`src/rtl/dgp_pkg.sv`:
```
// Shared types and constants of the DRAM geometry probe.
// Assumes 8-bit data and an eight-entry test sequence.
package dgp_pkg;

    typedef enum logic [2:0] {
        PH_LAUNCH,
        PH_WRITE,
        PH_READ,
        PH_WAIT,
        PH_DONE
    } phase_t;

    localparam int PAT_COUNT = 8;

    // Test byte for a given step of the fixed sequence.
    function automatic logic [7:0] probe_pattern(input logic [2:0] step);
        case (step)
            3'd0:    return 8'hF0;
            3'd1:    return 8'h0F;
            3'd2:    return 8'hAA;
            3'd3:    return 8'h55;
            3'd4:    return 8'hC0;
            3'd5:    return 8'h30;
            3'd6:    return 8'h0C;
            default: return 8'h03;
        endcase
    endfunction

endpackage

```
`src/rtl/dgp_addr_gen.sv`:
```
// Address generator: turns a candidate width n into the row/column mask
// 2^n-1 and the flat top address 2^(2n)-1.
// Assumes width never exceeds MAX_W.
module dgp_addr_gen #(
    parameter int MAX_W = 12,
    parameter int WW    = 4
) (
    input  logic [WW-1:0]      width,
    output logic [MAX_W-1:0]   amask,
    output logic [2*MAX_W-1:0] addr
);
    localparam int AW = 2 * MAX_W;

    // Extended width for the doubled comparison.
    logic [WW:0] twice_w;
    assign twice_w = {width, 1'b0};

    // One mask bit per address line: set below the candidate width.
    for (genvar i = 0; i < MAX_W; i++) begin : g_mask
        assign amask[i] = (WW'(i) < width);
    end

    // One address bit per flat line: set below twice the width.
    for (genvar j = 0; j < AW; j++) begin : g_addr
        assign addr[j] = ((WW+1)'(j) < twice_w);
    end
endmodule

```
`src/rtl/dgp_size_calc.sv`:
```
// Capacity calculator: size in kilobytes = 2^(2n) * 4 * banks.
// Assumes 2*MAX_W+3 fits in SIZE_W bits.
module dgp_size_calc #(
    parameter int WW     = 4,
    parameter int SIZE_W = 32
) (
    input  logic [WW-1:0]     width,
    input  logic              dual_bank,
    output logic [SIZE_W-1:0] size_kb
);
    localparam int SH_W = WW + 2;

    logic [SH_W-1:0] shift;

    // Exponent: two per address bit, two for the byte factor, one per extra bank.
    always_comb begin
        shift   = SH_W'({width, 1'b0}) + SH_W'(2) + SH_W'(dual_bank);
        size_kb = SIZE_W'(1) << shift;
    end
endmodule

```
`src/rtl/dgp_seq.sv`:
```
// Probe sequencer: walks the candidate widths downward and steps through the
// write/read-back sequence. It latches diagnostics on a mismatch and stops at
// the first passing candidate, or after the lowest candidate above MIN_W.
// Assumes the controller returns exactly one response per accepted read.
module dgp_seq
    import dgp_pkg::*;
#(
    parameter int MAX_W = 12,
    parameter int MIN_W = 8,
    parameter int WW    = 4,
    parameter int IDX_W = 3
) (
    input  logic             clk,
    input  logic             rst_n,
    input  logic             start,
    input  logic             req_ready,
    input  logic             rsp_valid,
    input  logic [7:0]       rsp_data,
    input  logic [7:0]       pat,
    output phase_t           phase,
    output logic [IDX_W-1:0] step,
    output logic [WW-1:0]    width,
    output logic             fail,
    output logic [7:0]       diag_exp,
    output logic [7:0]       diag_act
);
    localparam logic [WW-1:0]    W_TOP    = WW'(MAX_W);
    localparam logic [WW-1:0]    W_FLOOR  = WW'(MIN_W);
    localparam logic [IDX_W-1:0] STEP_END = IDX_W'(PAT_COUNT - 1);

    logic [WW-1:0] width_dn;
    assign width_dn = width - WW'(1);

    // Phase, candidate, step and diagnostic registers.
    always_ff @(posedge clk) begin
        if (!rst_n) begin
            phase    <= PH_LAUNCH;
            step     <= '0;
            width    <= W_TOP;
            fail     <= 1'b0;
            diag_exp <= '0;
            diag_act <= '0;
        end else begin
            case (phase)
                PH_LAUNCH: phase <= PH_WRITE;
                PH_WRITE:  if (req_ready) phase <= PH_READ;
                PH_READ:   if (req_ready) phase <= PH_WAIT;
                PH_WAIT: begin
                    if (rsp_valid) begin
                        if (rsp_data == pat) begin
                            if (step == STEP_END) begin
                                phase <= PH_DONE;
                            end else begin
                                step  <= step + IDX_W'(1);
                                phase <= PH_WRITE;
                            end
                        end else begin
                            diag_exp <= pat;
                            diag_act <= rsp_data;
                            step     <= '0;
                            width    <= width_dn;
                            if (width_dn > W_FLOOR) begin
                                phase <= PH_WRITE;
                            end else begin
                                fail  <= 1'b1;
                                phase <= PH_DONE;
                            end
                        end
                    end
                end
                PH_DONE: begin
                    if (start) begin
                        width    <= W_TOP;
                        step     <= '0;
                        fail     <= 1'b0;
                        diag_exp <= '0;
                        diag_act <= '0;
                        phase    <= PH_LAUNCH;
                    end
                end
                default: phase <= PH_LAUNCH;
            endcase
        end
    end
endmodule

```
`src/rtl/dram_geom_probe.sv`:
```
// DRAM geometry probe top level. It joins the sequencer, the pattern
// source, the address generator and the size calculator. Requests go to an
// external access controller through a valid/ready port; read data returns on
// rsp_valid/rsp_data. Assumes an 8-bit data path.
module dram_geom_probe
    import dgp_pkg::*;
#(
    parameter int MAX_W  = 12,
    parameter int MIN_W  = 8,
    parameter int SIZE_W = 32,
    localparam int WW    = $clog2(MAX_W + 1),
    localparam int AW    = 2 * MAX_W
) (
    input  logic              clk,
    input  logic              rst_n,
    input  logic              start,
    input  logic              dual_bank,
    output logic              req_valid,
    output logic              req_write,
    output logic [AW-1:0]     req_addr,
    output logic [MAX_W-1:0]  req_amask,
    output logic [7:0]        req_wdata,
    input  logic              req_ready,
    input  logic              rsp_valid,
    input  logic [7:0]        rsp_data,
    output logic              busy,
    output logic              done,
    output logic              detect_fail,
    output logic [WW-1:0]     width,
    output logic [SIZE_W-1:0] size_kb,
    output logic [7:0]        diag_expect,
    output logic [7:0]        diag_actual
);
    localparam int IDX_W = $clog2(PAT_COUNT);

    phase_t           phase;
    logic [IDX_W-1:0] step;
    logic [7:0]       pat;

    // Current pattern byte for the sequencer's step.
    assign pat = probe_pattern(step);

    dgp_seq #(
        .MAX_W(MAX_W), .MIN_W(MIN_W), .WW(WW), .IDX_W(IDX_W)
    ) i_seq (
        .clk(clk), .rst_n(rst_n), .start(start),
        .req_ready(req_ready), .rsp_valid(rsp_valid), .rsp_data(rsp_data),
        .pat(pat), .phase(phase), .step(step), .width(width),
        .fail(detect_fail), .diag_exp(diag_expect), .diag_act(diag_actual)
    );

    dgp_addr_gen #(.MAX_W(MAX_W), .WW(WW)) i_addr (
        .width(width), .amask(req_amask), .addr(req_addr)
    );

    dgp_size_calc #(.WW(WW), .SIZE_W(SIZE_W)) i_size (
        .width(width), .dual_bank(dual_bank), .size_kb(size_kb)
    );

    // Request and status decode from the phase.
    always_comb begin
        req_valid = (phase == PH_WRITE) || (phase == PH_READ);
        req_write = (phase == PH_WRITE);
        req_wdata = pat;
        done      = (phase == PH_DONE);
        busy      = !done;
    end
endmodule

```
`config.mk`:
```
export PLATFORM = sky130hd
export DESIGN_NAME = dram_geom_probe
export DESIGN_NICKNAME = d
export VERILOG_FILES = /design/src/rtl/dgp_pkg.sv /design/src/rtl/dgp_addr_gen.sv /design/src/rtl/dgp_size_calc.sv /design/src/rtl/dgp_seq.sv /design/src/rtl/dram_geom_probe.sv
export SDC_FILE = /design/constraint.sdc
export NUM_CORES = 1
export LEC_CHECK = 0
export ABC_CLOCK_PERIOD_IN_PS = 2900
export BUFFER_PORTS_ARGS = -buffer_cell sky130_fd_sc_hd__buf_4
export CAP_MARGIN = 20
export CORE_MARGIN = 3
export CORE_UTILIZATION = 35
export DETAILED_ROUTE_END_ITERATION = 10
export GPL_TIMING_DRIVEN = 0
export PLACE_DENSITY = 0.68
export SYNTH_ARGS = -nofsm -noshare
export SYNTH_HDL_FRONTEND = slang
export SYNTH_SLANG_ARGS = --single-unit
```
`constraint.sdc`:
```
create_clock -name clk -period 2.9 [get_ports clk]
set_input_delay 0.58 -clock clk [delete_from_list [all_inputs] [get_ports clk]]
set_output_delay 0.58 -clock clk [all_outputs]
set_load 0.1 [all_outputs]
```
### After elaboration in Yosys (flattened, before gate mapping)

Index checks and enable logic that the tools add are counted.

| word-level totals | value |
|---|---|
| bits in registers | 27 |

| operators by class | value |
|---|---|
| shift operators | 1 |
| multiplexer cells | 29 |
| $lt $le $gt $ge | 37 |
| reduce and logical (&&, ||, !) cells | 9 |
| add/subtract/negate cells | 4 |
| equality and inequality tests | 19 |

Operator list:

| cell | number |
|---|---|
| case mux 8 bit (7 select lines) | 1 |
| < comparator 4 x 5 -> 1 bit, first input constant | 8 |
| < comparator 5 bit, first input constant | 8 |
| two-way mux 8 bit | 5 |
| case mux 8 bit (2 select lines) | 2 |
| << shifter 1 x 6 -> 32 bit, first input constant | 1 |
| two-way mux 3 bit | 10 |
| < comparator 3 x 5 -> 1 bit, first input constant | 4 |
| < comparator 3 x 4 -> 1 bit, first input constant | 4 |
| < comparator 4 bit, first input constant | 4 |
| == test 3 bit, second input constant | 5 |
| case mux 3 bit (5 select lines) | 1 |
| == test 3 x 2 -> 1 bit, second input constant | 4 |
| two-way mux 4 bit | 3 |
| AND reduction 4 bit | 3 |
| < comparator 1 x 5 -> 1 bit, first input constant | 2 |
| < comparator 2 x 5 -> 1 bit, first input constant | 2 |
| inequality test 2 bit, second input constant | 5 |
| == test 8 bit | 1 |
| < comparator 1 x 4 -> 1 bit, first input constant | 2 |
| < comparator 2 x 4 -> 1 bit, first input constant | 2 |
| case mux 4 bit (2 select lines) | 1 |
| adder 5 x 2 -> 6 bit, second input constant | 1 |
| adder 6 x 1 -> 6 bit | 1 |
| other kinds (14) | 19 |

### Longest topological paths before layout

| logic depth | value |
|---|---|
| depth after elaboration | 6 |
| mapped depth | 12 |

### Modules after synthesis

From an unflattened synthesis, not the netlist that was laid out.

| unflattened totals | value |
|---|---|
| cell total of the unflattened synthesis | 245 |
| area, all modules | 2040.7 um^2 |

Modules (own cells, without submodules):

| module | area each (um^2) | cells each | seq. area each (um^2) | times used |
|---|---|---|---|---|
| dgp_seq | 1234.9 | 126 | 540.5 | 1 |
| dgp_size_calc | 359.1 | 57 | 0.0 | 1 |
| dgp_addr_gen | 299.0 | 40 | 0.0 | 1 |
| dram_geom_probe | 147.6 | 22 | 0.0 | 1 |

### Least setup slack after synthesis

No wires, ideal clock.

| timing | value |
|---|---|
| kind | reg2reg |
| start point | register i_seq.step[0] |
| end point | register i_seq.width[2] |
| path slack | -1521 ps |
| arrival | 4299 ps |
| data required time | 2778 ps |
| stages on the path, launching flop included | 12 |
| path buffers | 2 |
| path through | dfxtp_1 inv_1 ha_1 buf_6 nor4_1 nor3_1 nor2b_1 or4_4 o31ai_4 buf_6 nor2_1 o32a_1 |

| on the way | value |
|---|---|
| cells in the longest elaborated chain, start to end | 5 |
| elaborated cells between the ends (all ways) | 11 |
| those cells by class | 8 x eq/ne; 1 x mux; 2 x reduce/logical |

Ends and longest elaborated chain:

| what | RTL line | text |
|---|---|---|
| start, declared | dgp_seq.sv:21 | `output logic [IDX_W-1:0] step,` |
| start signal, assigned | dgp_seq.sv:54 | `step <= step + IDX_W'(1);` |
| == test 3 bit, or another cell as far along | dgp_pkg.sv:17 | `case (step)` |
| case mux 8 bit (7 select lines) * | dgp_pkg.sv:17 |  |
| via req_wdata[5] | dram_geom_probe.sv:22 | `output logic [7:0] req_wdata,` |
| == test 8 bit * | dgp_seq.sv:50 | `if (rsp_data == pat) begin` |
| inequality test 2 bit (no source line) * | n/a |  |
| AND reduction 4 bit (no source line) * | n/a |  |
| end signal, assigned | dgp_seq.sv:61 | `width <= width_dn;` |
| end, declared | dgp_seq.sv:22 | `output logic [WW-1:0] width,` |

Mark *: on every way through the listed nets, which the timed path passes. The rest lies on a longest branch.
A chain may end at the register's enable or synchronous reset.

### Worst setup path in the final report

| timing | value |
|---|---|
| start point | register i_seq.step[1] |
| end point | register i_seq.width[2] |

| on the way | value |
|---|---|
| cells in the longest elaborated chain, start to end | 5 |
| elaborated cells between the ends (all ways) | 11 |
| those cells by class | 8 x eq/ne; 1 x mux; 2 x reduce/logical |

Ends and longest elaborated chain:

| what | RTL line |
|---|---|
| == test 3 bit, or another cell as far along | dgp_pkg.sv:17 |
| case mux 8 bit (7 select lines) * | dgp_pkg.sv:17 |
| == test 8 bit * | dgp_seq.sv:50 |
| inequality test 2 bit (no source line) * | n/a |
| AND reduction 4 bit (no source line) * | n/a |

Mark *: on every way between the ends. The rest lies on a longest branch, timed or not.

==> run metrics <==
status=finished clean; share of cells above drive strength 1=53.2%; Worst path slowest cell=or4_4; Layout Area Growth over Synthesis=66.5%; Tcrit/Tclk final=96.5%; slew margin rel.=a little over three fifths; commonest non-fill, non-tap cell in the layout=buf_4; via count=2512; asr flop ratio synth=0%; min cycle time layout=2.80 ns; Final nets=about 440; RSZ-0062 raised after global routing=no; Pleak=between 1 and 1.5 nW; largest net degree at the start of global routing=16; critical-path maximum fanout=8; routed length per instance=14.8 microns; Post-Synthesis Cell Area=~2100 sq um; final number of hold-violating endpoints=0; antenna-violating nets left=0; Worst-Margin Slew=between 0.5 and 0.6 ns; Post-synth EDFFs=0; syn_nets=roughly 320; Clock transition at path regs=0.10 ns; Min-Delay Path Class=reg2reg; Initial Util=37.4%; ranking of synthesized cells by area=dfxtp_1 25%, buf_4 9.1%, nor2_1 8.4%; max-cap viol count=0; CTS Root Cell=clkbuf_8; vias in the first global route=approximately 2300; drt total wl=7.25 mm; H-tree Lvls=1; critical path arrival=around 3.0 ns; Netlist cell types=49; maximum vdd drop=between 0.2 and 0.25 mV; xor/xnor cell area share of the yosys netlist=under 10%; drt pass-1 iters=4; cell taking the most area after synthesis=dfxtp_1; Ys Warns=0; n_diodes=0; DR iter-0 viols=110; GRT overflow=0; WHS Path Cells=2; CTS tree=done; Post-Route Setup TNS=0 ns; # rows=27; Hold WS=roughly 0.48 ns; DP Wirelength=between 5 and 6 mm; GPL Wtd Cong=0.892; top-area cell type share of the netlist area=25.3%; Worst Setup Start Kind=flip-flop; most frequent cells in the layout=144 x buf_4, 34 x nor2_4, 30 x nand3_1; PwrDens=between 200 and 300 nW/um^2; Worst-Skew Late Latency=~0.27 ns; Clock Skews=between 0.003 and 0.004 ns; Critical Path RT=3.06 ns; Slew Limit Fails=0; Max Freq=357 MHz; syn_area_per_cell=7.18 sq um; die width=~84 microns; register area share after synthesis=~25%; Synth Area in Compound Gates=a little under a fifth; vias per inst=roughly 5.1; crit-path cells=inv_2 -> ha_2 -> buf_6 -> or4_4 -> a21boi_2 -> or4_4 -> o31ai_4 -> buf_6 -> nor2_1 -> o32a_1; R2R depth=10; WS Path Type=reg2reg; Core ar.=about 5700 sq um; post-cts hold buffer count=0; IO Pins=between 100 and 150; critical path capture point type=flip-flop; Yosys reg bits=27; # setup viols final=0; adder-cell area share of the yosys netlist=4.69%; CTS sink count=27; Die Area=about 7000 sq um; CTS Buf Count=3; Die H=approximately 84 microns; mux contribution to synthesized area=under 10%; first-pass GRT wire length=11.8 mm; # DRC=0; # port buffers=approximately 110; Worst path max stage delay=between 0.5 and 0.6 ns; GRT Total Usage=about a fifth; clk buf depth=2; main combinational cell family by area after synthesis=simple AND/OR/NAND/NOR gates; antenna violations before repair=0; Post-Synth Simple-Gate Area=31.6%; Post-Synthesis Cells=slightly below 300; Main synth FF type=dfxtp_1
kinds of logic after synthesis:
group | after synthesis
and+or+nand+nor | 139
buffers and inverters | 57
AOI/OAI and AO/OA | 55
DFF | 27
adders and majority gates | 8
xor gates and xnor gates | 6
muxes | 5
worst max-delay path, delay by kind of cell, from the launching register on:
family                   cells  cell delay (ns)
AND/OR/NAND/NOR              3             1.05
adder cells (fa/ha/maj)      1             0.16
AO/OA/AOI/OAI                3             0.74
buffers and inverters        3             0.36
flip-flops                   1             0.38
registers in the layout, summed over array words and instances (netlist names):
name	count
i_seq.fail	1
i_seq.phase	3
i_seq.diag_exp	8
i_seq.width	4
i_seq.step	3
i_seq.diag_act	8
area by class of cell:
cell class / instances / area [sq um]
Buffer: 42 / 289
Clock buffer: 3 / 41.3
Clock inverter: 1 / 5.00
Fill cell: 532 / 2160
Inverter: 13 / 55.1
Multi-Input combinational cell: 213 / 1620
Sequential cell: 27 / 556
Tap cell: 72 / 90.1
Timing Repair Buffer: 120 / 901
power by group:
group	switching (mW)	internal, mW	leakage, nW
Sequential	0.00542	0.376	0.220
Clock	0.127	0.0964	0.0255
Combinational	0.250	0.0843	1.21
Total	0.382	0.557	1.46
repair_timing:
item                       4_1_cts  5_1_grt
pin swaps                        2        1
resized for setup                4        8
buffers inserted                 2        4
setup endpoints to repair       50       38
metal layers:
| layer | vias up | track usage (%) | routed length (microns) |
|---|---|---|---|
| met5 | - | 0 | 0 |
| met4 | 0 | 4.97 | 85 |
| met3 | 7 | 3.75 | 597 |
| met2 | 107 | 32.3 | 3360 |
| met1 | 1140 | 26.4 | 3210 |
| li1 | 1258 | - | - |
synth_stat cells, types with 3 or more instances:
cell type	instances
o41ai_1	4
nor3_1	6
and2_1	3
nand3_1	30
inv_1	11
xnor2_1	5
clkbuf_1	13
o21ai_0	19
ha_1	8
nor2b_1	6
nand2b_1	5
buf_4	26
or3_1	5
nand2_1	21
a21oi_1	6
a22o_1	3
dfxtp_1	27
mux2i_1	3
nor2_1	48
a31oi_1	3
stage by stage:
step	instance area [sq um]	std cells	utilization (%)	setup slack [ns]	power [mW]
4_1_cts	3520	488	61.6	0.0178	0.938
5_1_grt	3550	491	62.2	0.0153	0.973
3_3_place_gp	3450	483	60.5	-0.0485	0.721
6_report	3550	491	62.2	0.101	0.939
2_1_floorplan	2510	297	-	-0.0883	0.649
3_5_place_dp	3450	483	60.5	-0.0727	0.724
final timing paths:
| path | from | to | slack, ns |
|---|---|---|---|
| max | i_seq.step[1] | i_seq.width[2] | 0.10 |
| min | i_seq.diag_act[1] | i_seq.diag_act[1] | 0.48 |
| max reg2reg | i_seq.step[1] | i_seq.width[2] | 0.10 |
| min reg2reg | i_seq.diag_act[1] | i_seq.diag_act[1] | 0.48 |
Note: power is estimated with default switching activity, not from simulation.
